==> src/rtl/bor_pkg.sv <==
// Shared types for the brown-out reset sequencer.
// Assumes: mode encodings are fixed by the configuration field layout.
package bor_pkg;
    typedef enum logic [1:0] {
        BOR_OFF     = 2'b00,
        BOR_SW      = 2'b01,
        BOR_NOSLEEP = 2'b10,
        BOR_ON      = 2'b11
    } bor_mode_e;

    typedef enum logic [1:0] {
        SEQ_RUN   = 2'b00,
        SEQ_BROWN = 2'b01,
        SEQ_DELAY = 2'b10
    } seq_state_e;
endpackage

==> src/rtl/bor_cfg.sv <==
// Configuration capture and detector arming.
// Captures the mode and delay enable while reset is low, holds the software
// enable bit (writable only in software mode) and decides when the detector
// is armed. Assumes all inputs are synchronous to clk.
module bor_cfg
    import bor_pkg::*;
(
    input  logic      clk,
    input  logic      rst_n,
    input  logic [1:0] mode_i,
    input  logic      pwrt_en_i,
    input  logic      sleep_i,
    input  logic      swen_wr_i,
    input  logic      swen_wdata_i,
    output bor_mode_e mode_o,
    output logic      pwrt_q_o,
    output logic      armed_o,
    output logic      swen_rd_o
);
    bor_mode_e mode_q;
    logic      pwrt_q;
    logic      swen_q;

    // Sample configuration only while the power-on event is active.
    always_ff @(posedge clk) begin
        if (!rst_n) begin
            mode_q <= bor_mode_e'(mode_i);
            pwrt_q <= pwrt_en_i;
        end
    end

    // Software enable register, writable only in software mode.
    always_ff @(posedge clk) begin
        if (!rst_n) begin
            swen_q <= 1'b0;
        end else if (swen_wr_i && (mode_q == BOR_SW)) begin
            swen_q <= swen_wdata_i;
        end
    end

    // Decide whether the detector is armed this cycle.
    always_comb begin
        case (mode_q)
            BOR_SW:      armed_o = swen_q;
            BOR_NOSLEEP: armed_o = !sleep_i;
            BOR_ON:      armed_o = 1'b1;
            default:     armed_o = 1'b0;
        endcase
    end

    assign swen_rd_o = (mode_q == BOR_SW) ? swen_q : 1'b0;
    assign mode_o    = mode_q;
    assign pwrt_q_o  = pwrt_q;

    assert_swen_ignored_R2: assert property (@(posedge clk) disable iff (!rst_n)
        (mode_q != BOR_SW) |-> !swen_q);

    assert_mode_held_R7: assert property (@(posedge clk) disable iff (!rst_n)
        $stable(mode_q) && $stable(pwrt_q));
endmodule

==> src/rtl/bor_filter.sv <==
// Glitch filter for the below-threshold indication.
// Counts consecutive armed low samples and flags a trip once MIN_PULSE
// of them have been seen. Assumes MIN_PULSE >= 2.
module bor_filter #(
    parameter int MIN_PULSE = 4
) (
    input  logic clk,
    input  logic rst_n,
    input  logic low_i,
    input  logic armed_i,
    output logic trip_o
);
    localparam int CW = (MIN_PULSE > 2) ? $clog2(MIN_PULSE) : 1;
    localparam logic [CW-1:0] LAST = CW'(MIN_PULSE - 1);

    logic [CW-1:0] run_q;
    logic          low_armed;

    assign low_armed = low_i && armed_i;
    assign trip_o    = low_armed && (run_q == LAST);

    // Saturating run-length counter of armed low samples.
    always_ff @(posedge clk) begin
        if (!rst_n) begin
            run_q <= '0;
        end else if (!low_armed) begin
            run_q <= '0;
        end else if (run_q != LAST) begin
            run_q <= run_q + 1'b1;
        end
    end

    assert_trip_needs_run_R3: assert property (@(posedge clk) disable iff (!rst_n)
        trip_o |-> $past(low_armed));
endmodule

==> src/rtl/bor_sequencer.sv <==
// Reset sequencing state machine with power-up delay counter.
// RUN -> BROWN on a filtered trip; BROWN holds while low; recovery goes to
// DELAY (when enabled) which counts PWRT_CYC cycles; a dip in DELAY returns
// to BROWN. Assumes PWRT_CYC >= 1.
module bor_sequencer
    import bor_pkg::*;
#(
    parameter int PWRT_CYC = 64
) (
    input  logic       clk,
    input  logic       rst_n,
    input  logic       pwrt_en_i,
    input  logic       pwrt_q_i,
    input  logic       low_i,
    input  logic       armed_i,
    input  logic       trip_i,
    output seq_state_e state_o,
    output logic       bo_event_o
);
    localparam int DW = $clog2(PWRT_CYC + 1);
    localparam logic [DW-1:0] DLY_LAST = DW'(PWRT_CYC - 1);

    seq_state_e    state_q, state_d;
    logic [DW-1:0] dly_q, dly_d;

    // Next-state and delay counter logic.
    always_comb begin
        state_d    = state_q;
        dly_d      = dly_q;
        bo_event_o = 1'b0;
        case (state_q)
            SEQ_RUN: begin
                if (trip_i) begin
                    state_d    = SEQ_BROWN;
                    bo_event_o = 1'b1;
                end
            end
            SEQ_BROWN: begin
                if (!low_i) begin
                    state_d = pwrt_q_i ? SEQ_DELAY : SEQ_RUN;
                    dly_d   = '0;
                end
            end
            SEQ_DELAY: begin
                if (low_i && armed_i) begin
                    state_d    = SEQ_BROWN;
                    bo_event_o = 1'b1;
                end else if (dly_q == DLY_LAST) begin
                    state_d = SEQ_RUN;
                end else begin
                    dly_d = dly_q + 1'b1;
                end
            end
            default: state_d = SEQ_RUN;
        endcase
    end

    // State register; power-on starts the delay when it is enabled.
    always_ff @(posedge clk) begin
        if (!rst_n) begin
            state_q <= pwrt_en_i ? SEQ_DELAY : SEQ_RUN;
            dly_q   <= '0;
        end else begin
            state_q <= state_d;
            dly_q   <= dly_d;
        end
    end

    assign state_o = state_q;

    assert_no_overflow_R5: assert property (@(posedge clk) disable iff (!rst_n)
        dly_q < DW'(PWRT_CYC));

    assert_hold_while_low_R4: assert property (@(posedge clk) disable iff (!rst_n)
        (state_q == SEQ_BROWN) && low_i |=> (state_q == SEQ_BROWN));

    assert_delay_fresh_R6: assert property (@(posedge clk) disable iff (!rst_n)
        ($past(state_q) == SEQ_BROWN) && (state_q == SEQ_DELAY) |-> (dly_q == '0));
endmodule

==> src/rtl/bor_flags.sv <==
// Brown-out and power-on status flags.
// Flags are cleared by reset; the brown-out flag also by a brown-out event,
// which wins over a simultaneous software set.
module bor_flags (
    input  logic clk,
    input  logic rst_n,
    input  logic bo_event_i,
    input  logic set_i,
    input  logic set_bo_i,
    input  logic set_po_i,
    output logic bo_o,
    output logic po_o
);
    // Brown-out flag: event clears, software sets.
    always_ff @(posedge clk) begin
        if (!rst_n) begin
            bo_o <= 1'b0;
        end else if (bo_event_i) begin
            bo_o <= 1'b0;
        end else if (set_i && set_bo_i) begin
            bo_o <= 1'b1;
        end
    end

    // Power-on flag: only reset clears, software sets.
    always_ff @(posedge clk) begin
        if (!rst_n) begin
            po_o <= 1'b0;
        end else if (set_i && set_po_i) begin
            po_o <= 1'b1;
        end
    end

    assert_bo_cleared_R8: assert property (@(posedge clk) disable iff (!rst_n)
        bo_event_i |=> !bo_o);

    assert_po_sticky_R8: assert property (@(posedge clk) disable iff (!rst_n)
        !(set_i && set_po_i) |=> (po_o == $past(po_o)));

    assert_po_set_R9: assert property (@(posedge clk) disable iff (!rst_n)
        set_i && set_po_i |=> po_o);
endmodule

==> src/rtl/brownout_seq.sv <==
// Brown-out reset sequencer top level.
// Wires configuration, filter, sequencer and flags; reset_req_o is high
// during the power-on event and whenever the sequencer is not running.
// Assumes vdd_low_i is already synchronised to clk.
module brownout_seq
    import bor_pkg::*;
#(
    parameter int MIN_PULSE = 4,
    parameter int PWRT_CYC  = 64
) (
    input  logic       clk,
    input  logic       rst_n,
    input  logic [1:0] cfg_mode_i,
    input  logic       cfg_pwrt_en_i,
    input  logic       sleep_i,
    input  logic       vdd_low_i,
    input  logic       swen_wr_i,
    input  logic       swen_wdata_i,
    input  logic       flag_set_i,
    input  logic       flag_bo_i,
    input  logic       flag_po_i,
    output logic       reset_req_o,
    output logic       swen_rd_o,
    output logic       bo_flag_o,
    output logic       po_flag_o
);
    bor_mode_e  mode;
    seq_state_e state;
    logic       pwrt_q;
    logic       armed;
    logic       trip;
    logic       bo_event;

    bor_cfg u_cfg (
        .clk          (clk),
        .rst_n        (rst_n),
        .mode_i       (cfg_mode_i),
        .pwrt_en_i    (cfg_pwrt_en_i),
        .sleep_i      (sleep_i),
        .swen_wr_i    (swen_wr_i),
        .swen_wdata_i (swen_wdata_i),
        .mode_o       (mode),
        .pwrt_q_o     (pwrt_q),
        .armed_o      (armed),
        .swen_rd_o    (swen_rd_o)
    );

    bor_filter #(.MIN_PULSE(MIN_PULSE)) u_filter (
        .clk     (clk),
        .rst_n   (rst_n),
        .low_i   (vdd_low_i),
        .armed_i (armed),
        .trip_o  (trip)
    );

    bor_sequencer #(.PWRT_CYC(PWRT_CYC)) u_seq (
        .clk        (clk),
        .rst_n      (rst_n),
        .pwrt_en_i  (cfg_pwrt_en_i),
        .pwrt_q_i   (pwrt_q),
        .low_i      (vdd_low_i),
        .armed_i    (armed),
        .trip_i     (trip),
        .state_o    (state),
        .bo_event_o (bo_event)
    );

    bor_flags u_flags (
        .clk        (clk),
        .rst_n      (rst_n),
        .bo_event_i (bo_event),
        .set_i      (flag_set_i),
        .set_bo_i   (flag_bo_i),
        .set_po_i   (flag_po_i),
        .bo_o       (bo_flag_o),
        .po_o       (po_flag_o)
    );

    assign reset_req_o = !rst_n || (state != SEQ_RUN);

    assert_off_mode_R1: assert property (@(posedge clk) disable iff (!rst_n)
        (mode == BOR_OFF) && (state != SEQ_BROWN) |=> (state != SEQ_BROWN));

    assert_sleep_gate_R1: assert property (@(posedge clk) disable iff (!rst_n)
        (mode == BOR_NOSLEEP) && sleep_i && (state == SEQ_RUN) |=> (state == SEQ_RUN));
endmodule

==> config.mk <==
export PLATFORM = sky130hd
export DESIGN_NAME = brownout_seq
export DESIGN_NICKNAME = d
export VERILOG_FILES = /design/src/rtl/bor_pkg.sv /design/src/rtl/bor_cfg.sv /design/src/rtl/bor_filter.sv /design/src/rtl/bor_sequencer.sv /design/src/rtl/bor_flags.sv /design/src/rtl/brownout_seq.sv
export SDC_FILE = /design/constraint.sdc
export NUM_CORES = 1
export LEC_CHECK = 0
export BUFFER_PORTS_ARGS = -buffer_cell sky130_fd_sc_hd__buf_2
export CELL_PAD_IN_SITES_DETAIL_PLACEMENT = 0
export CELL_PAD_IN_SITES_GLOBAL_PLACEMENT = 1
export CORE_MARGIN = 2
export CORE_UTILIZATION = 39
export CTS_CLUSTER_DIAMETER = 40
export CTS_CLUSTER_SIZE = 30
export DETAILED_ROUTE_END_ITERATION = 10
export PLACE_DENSITY = 0.81
export SKIP_CTS_REPAIR_TIMING = 1
export SLEW_MARGIN = 20
export SYNTH_ARGS = -nofsm -noshare
export SYNTH_HDL_FRONTEND = slang
export SYNTH_SLANG_ARGS = --single-unit
==> constraint.sdc <==
create_clock -name clk -period 1.8 [get_ports clk]
set_input_delay 0.09 -clock clk [delete_from_list [all_inputs] [get_ports clk]]
set_output_delay 0.09 -clock clk [all_outputs]
set_load 0.02 [all_outputs]
# After elaboration in Yosys (flattened, before gate mapping)

Index checks and enable logic that the tools add are counted.

Register bits: 17
Bits of input ports: 12
Output and inout bits: 4
Word-level logic and storage cells: 57

Add/subtract/negate cells: 2
Equality and inequality tests: 14
Muxes and demuxes: 17
Bitwise logic cells: 1
Reductions and logical operators: 15

Operator list:

| cell                                                | number |
|---|---|
| two-way mux 7 bit                                   | 3 |
| two-way mux 2 bit                                   | 7 |
| one-hot mux 7 bit (2 select lines)                  | 1 |
| equality test 2 bit, second input constant          | 4 |
| != test 2 bit, second input constant                | 4 |
| adder 7 x 1 -> 7 bit, second input constant         | 1 |
| equality test 7 x 6 -> 1 bit, second input constant | 1 |
| != test 3 bit, second input constant                | 2 |
| one-hot mux 2 bit (3 select lines)                  | 1 |
| logical AND 1 bit                                   | 5 |
| equality test 2 x 1 -> 1 bit, second input constant | 2 |
| != test 4 x 3 -> 1 bit, second input constant       | 1 |
| AND reduction 4 bit                                 | 1 |
| nonzero test 2 bit                                  | 2 |
| two-way mux 1 bit                                   | 3 |
| one-hot mux 1 bit (3 select lines)                  | 1 |
| AND reduction 3 bit                                 | 1 |
| adder 2 x 1 -> 2 bit, second input constant         | 1 |
| logical NOT 1 bit                                   | 2 |
| logical NOT 2 bit                                   | 1 |
| one-hot mux 1 bit (2 select lines)                  | 1 |
| AND reduction 2 bit                                 | 1 |
| OR reduction 2 bit                                  | 1 |
| logical OR 1 bit                                    | 1 |
| NOT 1 bit                                           | 1 |

# Longest topological paths before layout

Gate-level depths: netlist (run 1).

Depth after elaboration: 7
Depth in mapped cells: 5
Gate-level depth less buffers: 5

# By module

A second synthesis (run 1) with hierarchy kept.

Cells, all modules: 84
Area, all modules: 838.3 um^2

Modules (own cells, without submodules):

| module        | times used | cells an instance | area each (um^2) | seq. area each (um^2) |
|---|---|---|---|---|
| bor_sequencer | 1          | 55                | 496.7            | 200.2 |
| bor_cfg       | 1          | 13                | 172.7            | 110.1 |
| bor_filter    | 1          | 9                 | 91.3             | 40.0 |
| bor_flags     | 1          | 6                 | 68.8             | 40.0 |
| brownout_seq  | 1          | 1                 | 8.8              | 0.0 |

# Worst setup path before layout (run 1)

OpenSTA, ideal clock, no wires.

Path type: flip-flop to flip-flop
From: reg u_seq.dly_q[0]
To: reg u_seq.state_q[0] (netlist: u_seq.state_o[0]), enable pin
Library setup time: 0.302 ns
Arrival time: 1.141 ns
Data required time: 1.498 ns
Path slack: 0.356 ns
Stages on the path, launching flop included: 6
Cells stage by stage: dfxtp_1 -> ha_1 -> or2b_1 -> nor2_2 -> o21ai_0 -> nand4_1

Word-level cells in the longest chain between the ends: 3

Ends and longest elaborated chain:

| item                             | RTL line            | RTL |
|---|---|---|
| start: declaration               | bor_sequencer.sv:24 | `logic [DW-1:0] dly_q, dly_d;` |
| start signal: assignment         | bor_sequencer.sv:65 | `dly_q <= dly_d;` |
| equality test 7 x 6 -> 1 bit     | bor_sequencer.sv:48 | `end else if (dly_q == DLY_LAST) begin` |
| != test 4 x 3 -> 1 bit (no line) | n/a                 |  |
| AND reduction 3 bit (no line)    | n/a                 |  |
| end signal: assignment           | bor_sequencer.sv:61 | `state_q <= pwrt_en_i ? SEQ_DELAY : SEQ_RUN;` |
| end signal: assignment           | bor_sequencer.sv:64 | `state_q <= state_d;` |
| end: declaration                 | bor_sequencer.sv:23 | `seq_state_e state_q, state_d;` |

No other way between the ends.
A chain may end at the register's enable or synchronous reset.

# Worst setup path in the final report (run 1)

From: reg u_seq.dly_q[0]
To: reg u_seq.state_q[1] (netlist: u_seq.state_o[1]), enable pin

Same word-level chain as after synthesis.

==> key figures, run 1 <==
Drt
  – WL met3: roughly 75 um
  – Via count: 681
  – Routed wl met2: 671 um
  – Final ANT Viol Nets: 0
  – First drt pass iteration count: 4
  – Wire length per cell: 11.6 um
  – WL final: 1.50 mm
  – DR iter-0 viols: 6
  – Metal-1 WL: about 750 um
  – Highest routed metal layer: met4
  – Via-per-instance ratio: 5.24
  – Residual DRC count: 0

Clock tree
  – Worst-Skew Late Latency: 290 ps
  – Root Driver: clkbuf_4
  – Number of buffers created by CTS: 3
  – H-tree depth: 1
  – Clock sinks: 17
  – CTS tree: done
  – CTS clock-pin slew for the worst setup and hold paths: 110 ps
  – Longest Clk Path Bufs: 2

Synth
  – Simple-Gate Fraction of Synth Area: 0.240
  – Synthesized net count: between 90 and 100
  – Flops & latches, synth: 17
  – Area leader, netlist: dfxtp_1
  – Synth top area cells: dfxtp_1 30%, edfxtp_1 19%, a21oi_1 3.7%, o31ai_1 3.7%, ha_1 3.1%
  – Post-synth EDFFs: 5
  – Most frequent cell after synthesis: dfxtp_1
  – Synth Area in Adders: 0.0311
  – Main combinational cell family by area after synthesis: simple AND/OR/NAND/NOR gates
  – Mux share of post-synthesis cell area: 0.0249
  – Synth top area share: 0.299
  – Synth cell types: 36
  – Syn Area/Cell: 9.93 um2
  – Cell Area, Synth: 805 um2
  – Post-Synthesis Cells: 81
  – Synth top cells by count: 12 x dfxtp_1, 6 x a21oi_1, 6 x nand2_1, 6 x nor2_1, 5 x edfxtp_1
  – Synth async-reset ratio: 0
  – Sequential fraction of the synthesis area: 0.485
  – Area fraction in compound gates after synthesis: 0.190
  – Synth Flop Type: dfxtp_1
  – Yosys warns: 0
  – Post-Synth XOR/XNOR Area: 0.0109

Timing
  – RSZ-0062 raised after global routing: no
  – PnR worst setup slack: 157 ps
  – Slew headroom: 0.719
  – Worst Tran Pin Value: approximately 420 ps
  – F_max: roughly 600 MHz
  – Final Skew: 10.2 ps
  – Endpoints failing setup: 0
  – Setup TNS: 0 ps
  – Min cycle time layout: 1640 ps
  – Final hold vios: 0
  – Max-slew violations: 0
  – Period utilisation layout: 0.913
  – Final hold slack: 30.0 ps

Status
  – Status: finished clean

Layout
  – Multi-input gate area: 399 um2
  – Diode count: 0
  – Area taken by flip-flops and latches: 390 um2
  – Share of cells above drive strength 1: 0.233
  – Nets@finish: 118
  – Filler cells: between 200 and 250
  – Syn-to-layout area delta: 20.7%

Global route
  – Initial antenna violation count: 0
  – Largest net degree at the start of global routing: 12
  – Global-route usage over all layers: 0.139
  – First-pass GRT wire length: about 2.6 mm
  – Grt ovf: 0
  – Number of global-route vias before repair: slightly above 600

Floorplan
  – Core ar.: 1960 um2
  – Rows: 16
  – I/O Pins: 16
  – Die H: 49.4 um
  – Initial Util: 0.410
  – Die Width: 49.4 um
  – Die area: 2440 um2

Power
  – P per Cell Area: between 700 and 800 nW/um2
  – P_leak: 0.383 nW
  – Peak supply drop: 0.522 mV

Worst setup path
  – Critical Path Fanout Max: 8
  – Crit end category: flop
  – CP peak stage delay: 390 ps
  – Slowest-stage cell, CP: dfxtp_1
  – CP Cell Sequence: ha_1, or2b_1, nor2_2, o21ai_0, nand4_1
  – Worst setup path class: flop to flop
  – Critical path required time: 1820 ps
  – Arrival time worst endpoint: 1660 ps
  – Internal reg-to-reg setup slack: 160 ps
  – CP Launch Type: flop

Min path
  – Worst hold-check path type: primary input to flop

Place
  – Placement Setup Slack: about 160 ps
  – IO buf count: 15
  – Routability congestion estimate: 0.774
  – Dpl hpwl: ~1.2 mm

Job
  – Max-cap violations: 0
[per-stage QoR]
step	instance area (um2)	power, mW	cells	util
floorplan	805	0.511	81	-
global placement	913	0.548	123	0.466
detailed placement	913	0.550	123	0.466
CTS	941	0.756	127	0.480
global route	971	0.790	130	0.495
finish	971	0.751	130	0.495
[layout by cell type, fill, tap and decap left out, drive strengths merged, types with 2 or more instances in the layout]
cell type	n
dfxtp	12
inv	2
clkbuf	3
mux2i	2
or3	2
a21oi	6
nand4	4
edfxtp	5
dlygate4sd3	3
ha	2
o31ai	4
or4	3
nor2	7
buf	16
nand3b	2
nor2b	2
nand2	6
o21ai	6
[layer usage]
metal / global-route usage / vias up
li1: - / 356
met3: 0.0460 / 2
met1: 0.173 / 309
met4: 0.0278 / 0
met5: 0 / -
met2: 0.234 / 14
[final cells by class]
class	count	area share
multi-input cells	61	0.411
clock buffers	3	0.0232
well taps	27	0.0348
clock inverters	1	0.00515
inverters	2	0.00773
flip-flops and latches	17	0.402
repair buffers	19	0.116
[where the power goes]
| part | leakage (nW) | internal (mW) | total (mW) | switching [mW] |
|---|---|---|---|---|
| Sequential | 0.148 | 0.418 | 0.440 | 0.0215 |
| Combinational | 0.218 | 0.0481 | 0.106 | 0.0576 |
| Clock | 0.0177 | 0.0827 | 0.206 | 0.123 |
[registers in the layout, indices dropped and copies added (netlist names)]
signal          flops
u_seq.dly_q         7
u_flags.po_o        1
u_cfg.pwrt_q_o      1
u_filter.run_q      2
u_seq.state_o       2
u_flags.bo_o        1
u_cfg.swen_q        1
u_cfg.mode_o        2
[critical path, delay by kind of cell, from the launching register on]
family / cells / cell delay, ps
AND/OR/NAND/NOR: 3 / 650
adder cells (fa/ha/maj): 1 / 200
flip-flops: 1 / 390
AO/OA/AOI/OAI: 1 / 120
[kinds of logic (layout without fill, tap and decap cells)]
logic type / count (synthesis) / after routing
XOR/XNOR: 1 / 1
adder cells (fa/ha/maj): 2 / 2
flip-flops: 17 / 17
buffers and inverters: 3 / 25
AND/OR/NAND/NOR: 33 / 33
multiplexers: 2 / 2
AO/OA/AOI/OAI: 23 / 23
[final timing paths]
kind,cells after the start,end,start
setup / recovery,5,u_seq.state_o[1]$_DFFE_PP_,u_seq.dly_q[0]$_SDFFE_PN0P_
hold / removal,3,u_cfg.swen_q$_SDFFE_PN0P_,swen_wdata_i
setup reg to reg,5,u_seq.state_o[1]$_DFFE_PP_,u_seq.dly_q[0]$_SDFFE_PN0P_
hold reg to reg,1,u_seq.dly_q[6]$_SDFFE_PN0P_,u_seq.dly_q[6]$_SDFFE_PN0P_
Note: power is estimated with default switching activity, not from simulation.
==> inputs of run 2 (changes only) <==
CORE_UTILIZATION = 42   (was 39)
PLACE_DENSITY = unset   (was 0.81)
PLACE_DENSITY_LB_ADDON = 0.1   (was unset)
clock period = 2.15 ns   (was 1.8 ns; I/O delays follow)
==> run 2 against run 1 <==
Global-route usage is 2.0 points higher. Count of clock-buffer cells in the layout rose by 1. Flip-flop and latch count stayed put. Sequential share of layout area up 0.47 points. Cell count is 2.3% lower. Clock skew down 9.2 ps. Non-clock buffer count decreased by 1. Maximum frequency is 0.37% higher.
==> key figures, run 2 (same netlist as run 1, synthesis figures left out) <==
Worst setup path
  – Worst setup path class: flop to flop
  – CP Launch Type: flop
  – Worst r2r path cells: 5 (unchanged)
  – Arrival time worst endpoint: 1640 ps (-20 ps)
  – Crit end category: flop
  – Critical path required time: 2150 ps (+330 ps)
  – Critical Path Fanout Max: 8 (unchanged)

Clock tree
  – Root Driver: clkbuf_4
  – H-tree depth: 1 (unchanged)
  – Longest Clk Path Bufs: 2 (unchanged)
  – Worst-Skew Late Latency: 280 ps (about the same)
  – CTS clock-pin slew for the worst setup and hold paths: 100 ps (about the same)
  – CTS tree: done
  – Number of buffers created by CTS: 3 (unchanged)
  – Clock sinks: 17 (unchanged)

Drt
  – Residual DRC count: 0 (unchanged)
  – First drt pass iteration count: 4 (unchanged)
  – Via-per-instance ratio: 5.35 (+2.1%)
  – DR iter-0 viols: 6 (unchanged)
  – Final ANT Viol Nets: 0 (unchanged)
  – Via count: 679 (-0.29%)
  – Wire length per cell: 12.0 um (+4.1%)
  – WL final: 1.53 mm (+1.7%)

Timing
  – RSZ-0062 raised after global routing: no
  – Endpoints failing setup: 0 (unchanged)
  – Period utilisation layout: 0.761 (-0.151)
  – Slew headroom: 0.568 (-0.151)
  – Final Skew: 0.999 ps (-9.22 ps)
  – Final hold slack: 47.2 ps (+17.2 ps)
  – F_max: 611 MHz (+0.37%)
  – Final hold vios: 0 (unchanged)
  – Max-slew violations: 0 (unchanged)
  – Setup TNS: 0 ps (unchanged)
  – Worst Tran Pin Value: 649 ps (+227 ps)
  – Min cycle time layout: 1640 ps (-6.13 ps)

Floorplan
  – Die Width: 47.8 um (-3.3%)
  – Die H: 47.8 um (-3.3%)
  – Core ar.: 1760 um2 (-10%)
  – Rows: 15 (-1)
  – Die area: 2280 um2 (-6.6%)
  – Initial Util: 0.456 (+0.0460)
  – I/O Pins: 16 (unchanged)

Global route
  – Largest net degree at the start of global routing: 19 (+7)
  – Initial antenna violation count: 0 (unchanged)
  – Grt ovf: 0 (unchanged)
  – Global-route usage over all layers: 0.159 (+0.0204)
  – First-pass GRT wire length: 2.46 mm (-6.8%)
  – Number of global-route vias before repair: 591 (-3.6%)

Layout
  – Most flop-heavy register: u_seq.dly_q
  – Max FFs per register: 7 (unchanged)
  – Nets@finish: 117 (-0.85%)
  – Most frequent cells in the layout: 15 x buf_2, 12 x dfxtp_1, 6 x nand2_1, 6 x a21oi_1, 6 x nor2_1
  – Diode count: 0 (unchanged)
  – Syn-to-layout area delta: 19.3%
  – Share of cells above drive strength 1: 0.216 (-0.0173)
  – Filler cells: 188 (-10%)
  – Commonest non-fill, non-tap cell in the layout: buf_2

Min path
  – Worst hold-check path type: primary input to flop
  – WHS Path Cells: 3 (unchanged)

Power
  – P_leak: 0.375 nW (-2.1%)
  – P per Cell Area: 654 nW/um2 (-16%)
  – Peak supply drop: 0.451 mV (-14%)

Place
  – Routability congestion estimate: 0.816 (+5.4%)
  – Dpl hpwl: 1.07 mm (-8.7%)
  – IO buf count: 15 (unchanged)

Job
  – Max-cap violations: 0 (unchanged)

Status
  – Status: finished clean
-- run 2: cell count changes in the layout (fill, tap and decap cells not counted) --
cell,change
clkinv_2,-1
clkbuf_1,+1
buf_4,-1
-- run 2: critical path, cell delays in order (launching register included) --
cell and delay [ps]:
dfxtp_1 370, ha_1 190, or2b_1 260, nor2_2 250, o21ai_0 120, nand4_1 160
-- run 2: path summary, 6_finish.rpt --
check | startpoint | to | slack [ps]
max reg2reg | u_seq.dly_q[0]$_SDFFE_PN0P_ | u_seq.state_o[0]$_SDFFCE_PN0P_ | 510
min reg2reg | u_seq.dly_q[6]$_SDFFE_PN0P_ | u_seq.dly_q[6]$_SDFFE_PN0P_ | 450
min | flag_po_i | u_flags.po_o$_SDFFE_PN0P_ | 50
max | u_seq.dly_q[0]$_SDFFE_PN0P_ | u_seq.state_o[0]$_SDFFCE_PN0P_ | 510
-- run 2: stage by stage --
stage | power [mW] | instances | worst slack (ps) | instance area, um2 | utilization
global placement | 0.458 | 120 | 558 | 903 | 0.512
finish | 0.627 | 127 | 513 | 960 | 0.544
detailed placement | 0.458 | 120 | 537 | 903 | 0.512
CTS | 0.634 | 124 | 523 | 930 | 0.527
floorplan | 0.428 | 81 | 706 | 805 | -
global route | 0.663 | 127 | 354 | 960 | 0.544
-- run 2: final cells by class --
type / instances / area [um2] / area share
Timing Repair Buffer: 18 / 105 / 0.110
Multi-Input combinational cell: 61 / 399 / 0.416
Sequential cell: 17 / 390 / 0.407
Tap cell: 25 / 31.3 / 0.0326
Clock buffer: 4 / 26.3 / 0.0274
Inverter: 2 / 7.51 / 0.00782
-- run 2: report_power, final --
group	total, mW	internal (mW)	switching [mW]
Combinational	0.0872	0.0388	0.0484
Clock	0.172	0.0720	0.100
Sequential	0.368	0.350	0.0176
Total	0.627	0.461	0.166
-- run 2: per-layer routing --
metal  global-route usage  vias to the layer above  routed length (um)
li1                     -                      351                   -
met2                0.237                       14                 676
met4               0.0811                        0                  15
met5                    0                        -                   0
met3               0.0453                        2                  62
met1                0.210                      312                 774
==> inputs of run 3 (changes only) <==
ABC_AREA = 1   (was unset)
CORE_UTILIZATION = 36   (was 42)
clock period = 1.4 ns   (was 2.15 ns; I/O delays follow)
==> run 3 against run 2 <==
Sequential power grew 76%. Via count is 23% higher. Total power rose to 2.8 times the previous value. Register-to-register slack lost 510 ps. Non-clock buffer count is 15 higher. Critical path type unchanged. Critical endpoint unchanged. Largest cell class unchanged.
==> key figures, run 3 <==
Drt
  – WL final: 1.95 mm (+27%)
  – First drt pass iteration count: 4 (unchanged)
  – Via-per-instance ratio: 4.50 (-16%)
  – DR iter-0 viols: 17 (+11)
  – Residual DRC count: 0 (unchanged)
  – Wire length per cell: 10.5 um (-13%)
  – Final ANT Viol Nets: 0 (unchanged)
  – Via count: 837 (+23%)

Timing
  – Slew headroom: 0.855 (+0.288)
  – Setup TNS: 0 ps (unchanged)
  – Max-slew violations: 0 (unchanged)
  – Worst Tran Pin Value: 215 ps (-434 ps)
  – Final Skew: 4.90 ps (+3.90 ps)
  – Endpoints failing setup: 0 (unchanged)
  – RSZ-0062 raised after global routing: yes
  – Period utilisation layout: 0.997 (+0.235)
  – Final hold vios: 0 (unchanged)
  – F_max: 717 MHz (+17%)
  – Min cycle time layout: 1400 ps (-242 ps)

Floorplan
  – Initial Util: 0.383 (-0.0726)
  – Core ar.: 2500 um2 (+42%)
  – Rows: 18 (+3)
  – Die H: 55.6 um (+16%)
  – Die Width: 55.6 um (+16%)
  – Die area: 3090 um2 (+35%)
  – I/O Pins: 16 (unchanged)

Job
  – Max-cap violations: 0 (unchanged)

Power
  – P_leak: 0.559 nW (+49%)
  – Peak supply drop: 0.679 mV (+51%)
  – P per Cell Area: 1340 nW/um2 (+100%)
  – Pwr Total: 1.73 mW (+180%)

Global route
  – Met3 GRT Util: 0.0209 (-0.0244)
  – Global-route usage over all layers: 0.132 (-0.0273)
  – Initial antenna violation count: 0 (unchanged)
  – Grt ovf: 0 (unchanged)
  – Number of global-route vias before repair: 765 (+29%)
  – Largest net degree at the start of global routing: 14 (-5)
  – Most Used Layer, Global Route: met2
  – Met1 Track Usage GR: 0.174 (-0.0366)
  – GR Util met2: 0.211 (-0.0264)
  – First-pass GRT wire length: 3.22 mm (+31%)

Worst setup path
  – Internal reg-to-reg setup slack: 5 ps (-510 ps)
  – Worst setup path class: flop to flop
  – Crit path from: u_cfg.mode_o[1]$_DFFE_PN_
  – Crit end category: flop
  – Critical Path Fanout Max: 3 (-5)
  – Critical path required time: 1390 ps (-760 ps)
  – Arrival time worst endpoint: 1390 ps (-250 ps)
  – RR Startpoint: u_cfg.mode_o[1]$_DFFE_PN_
  – R2r endpoint: u_seq.state_o[0]$_SDFFCE_PN0P_
  – Worst r2r path cells: 5 (unchanged)
  – Worst Setup EP: u_seq.state_o[0]$_SDFFCE_PN0P_
  – CP Launch Type: flop

Synth
  – Cell Area, Synth: 958 um2 (+19%)
  – Synth Flop Type: dfxtp_1
  – Synth top cells by count: 27 x nand2_1, 13 x inv_1, 13 x nor2_1
  – Synth cell types: 26 (-28%)
  – Flops & latches, synth: 17 (unchanged)
  – Area leader, netlist: dfxtp_1
  – Most frequent cell after synthesis: nand2_1
  – Synthesized net count: 134 (+41%)
  – Synth top area cells: dfxtp_1 25%, edfxtp_1 16%, nand2_1 11%, a21oi_2 6.4%, inv_1 5.1%
  – Post-Synthesis Cells: 120 (+48%)
  – Syn Area/Cell: 7.99 um2 (-20%)
  – Synth top area share: 0.251 (-0.0479)
  – Yosys warns: 0 (unchanged)
  – Sequential fraction of the synthesis area: 0.407 (-0.0779)
  – Post-synth EDFFs: 5 (unchanged)
  – Synth async-reset ratio: 0 (unchanged)

Layout
  – Commonest non-fill, non-tap cell in the layout: nand2_1
  – Share of cells above drive strength 1: 0.436 (+0.220)
  – Max FFs per register: 7 (unchanged)
  – Diode count: 0 (unchanged)
  – Most flop-heavy register: u_seq.dly_q
  – Filler cells: 241 (+28%)
  – Syn-to-layout area delta: 35.0%
  – Nets@finish: 171 (+46%)
  – Most frequent cells in the layout: 20 x nand2_1, 15 x buf_2, 15 x buf_4, 13 x inv_1, 12 x nor2_1

Clock tree
  – Longest Clk Path Bufs: 2 (unchanged)
  – CTS tree: done
  – Root Driver: clkbuf_4
  – Worst-Skew Late Latency: 290 ps (about the same)
  – Number of buffers created by CTS: 3 (unchanged)
  – Clock sinks: 17 (unchanged)
  – H-tree depth: 1 (unchanged)
  – CTS clock-pin slew for the worst setup and hold paths: 100 ps (about the same)

Place
  – Routability congestion estimate: 0.759 (-6.9%)
  – Dpl hpwl: 1.48 mm (+39%)
  – IO buf count: 15 (unchanged)

Min path
  – Worst hold-check path type: primary input to flop

Status
  – Status: finished clean
==> run 3: worst min-delay path by stage <==
stage,slack [ps],cells after the start,endpoint,start
4_1_cts,-70,1,u_cfg.mode_o[0]$_DFFE_PN_,cfg_mode_i[0]
5_1_grt,30,3,u_flags.po_o$_SDFFE_PN0P_,flag_po_i
3_3_place_gp,250,1,u_cfg.mode_o[0]$_DFFE_PN_,cfg_mode_i[0]
2_1_floorplan,170,0,u_cfg.mode_o[0]$_DFFE_PN_,cfg_mode_i[0]
6_report,4,3,u_flags.po_o$_SDFFE_PN0P_,flag_po_i
3_5_place_dp,250,1,u_cfg.mode_o[0]$_DFFE_PN_,cfg_mode_i[0]
==> run 3: report_power, final <==
part	total, mW	internal, mW	leakage [nW]	switching, mW
Clock	0.267	0.111	0.0150	0.156
Sequential	0.648	0.596	0.149	0.0521
Combinational	0.816	0.331	0.395	0.484
==> run 3: cells by family (layout without fill, tap and decap cells) <==
group,after synthesis,count (layout),share of synthesized area
DFF,17,17,0.407
and+or+nand+nor,61,61,0.324
buffers and inverters,17,53,0.0731
adders and majority gates,2,2,0.0261
muxes,1,1,0.0104
xor gates and xnor gates,3,3,0.0274
AOI/OAI and AO/OA,19,19,0.132
==> run 3: through the flow <==
step / worst slack, ps / cell area [um2] / hold WS, ps / std cells / util
4_1_cts: -103 / 1200 / -67.3 / 180 / 0.482
3_5_place_dp: -84.1 / 1180 / 250 / 176 / 0.471
3_3_place_gp: -14.5 / 1180 / 248 / 176 / 0.471
6_report: 4.59 / 1290 / 3.62 / 186 / 0.518
5_1_grt: -54.5 / 1290 / 26.8 / 186 / 0.518
2_1_floorplan: 3.79 / 981 / 169 / 120 / -
==> run 3: final cells by class <==
cell class,count,area [um2],area share
clock buffers,4,26.3,0.0203
inverters,16,65.1,0.0503
multi-input cells,86,554,0.428
flip-flops and latches,17,393,0.304
well taps,30,37.5,0.0290
repair buffers,33,218,0.168
==> run 3: routing by layer <==
layer,share of wire,vias to the layer above
met1,0.50,359
met3,0.039,2
met4,0.0077,0
met2,0.46,14
met5,0,-
li1,-,462
==> run 3: critical path, cell delays in order, from the launching register on <==
cell and delay, ps:
edfxtp_1 410, inv_1 80, nand3_1 110, a21boi_2 190, nand2_1 100, a22oi_2 210
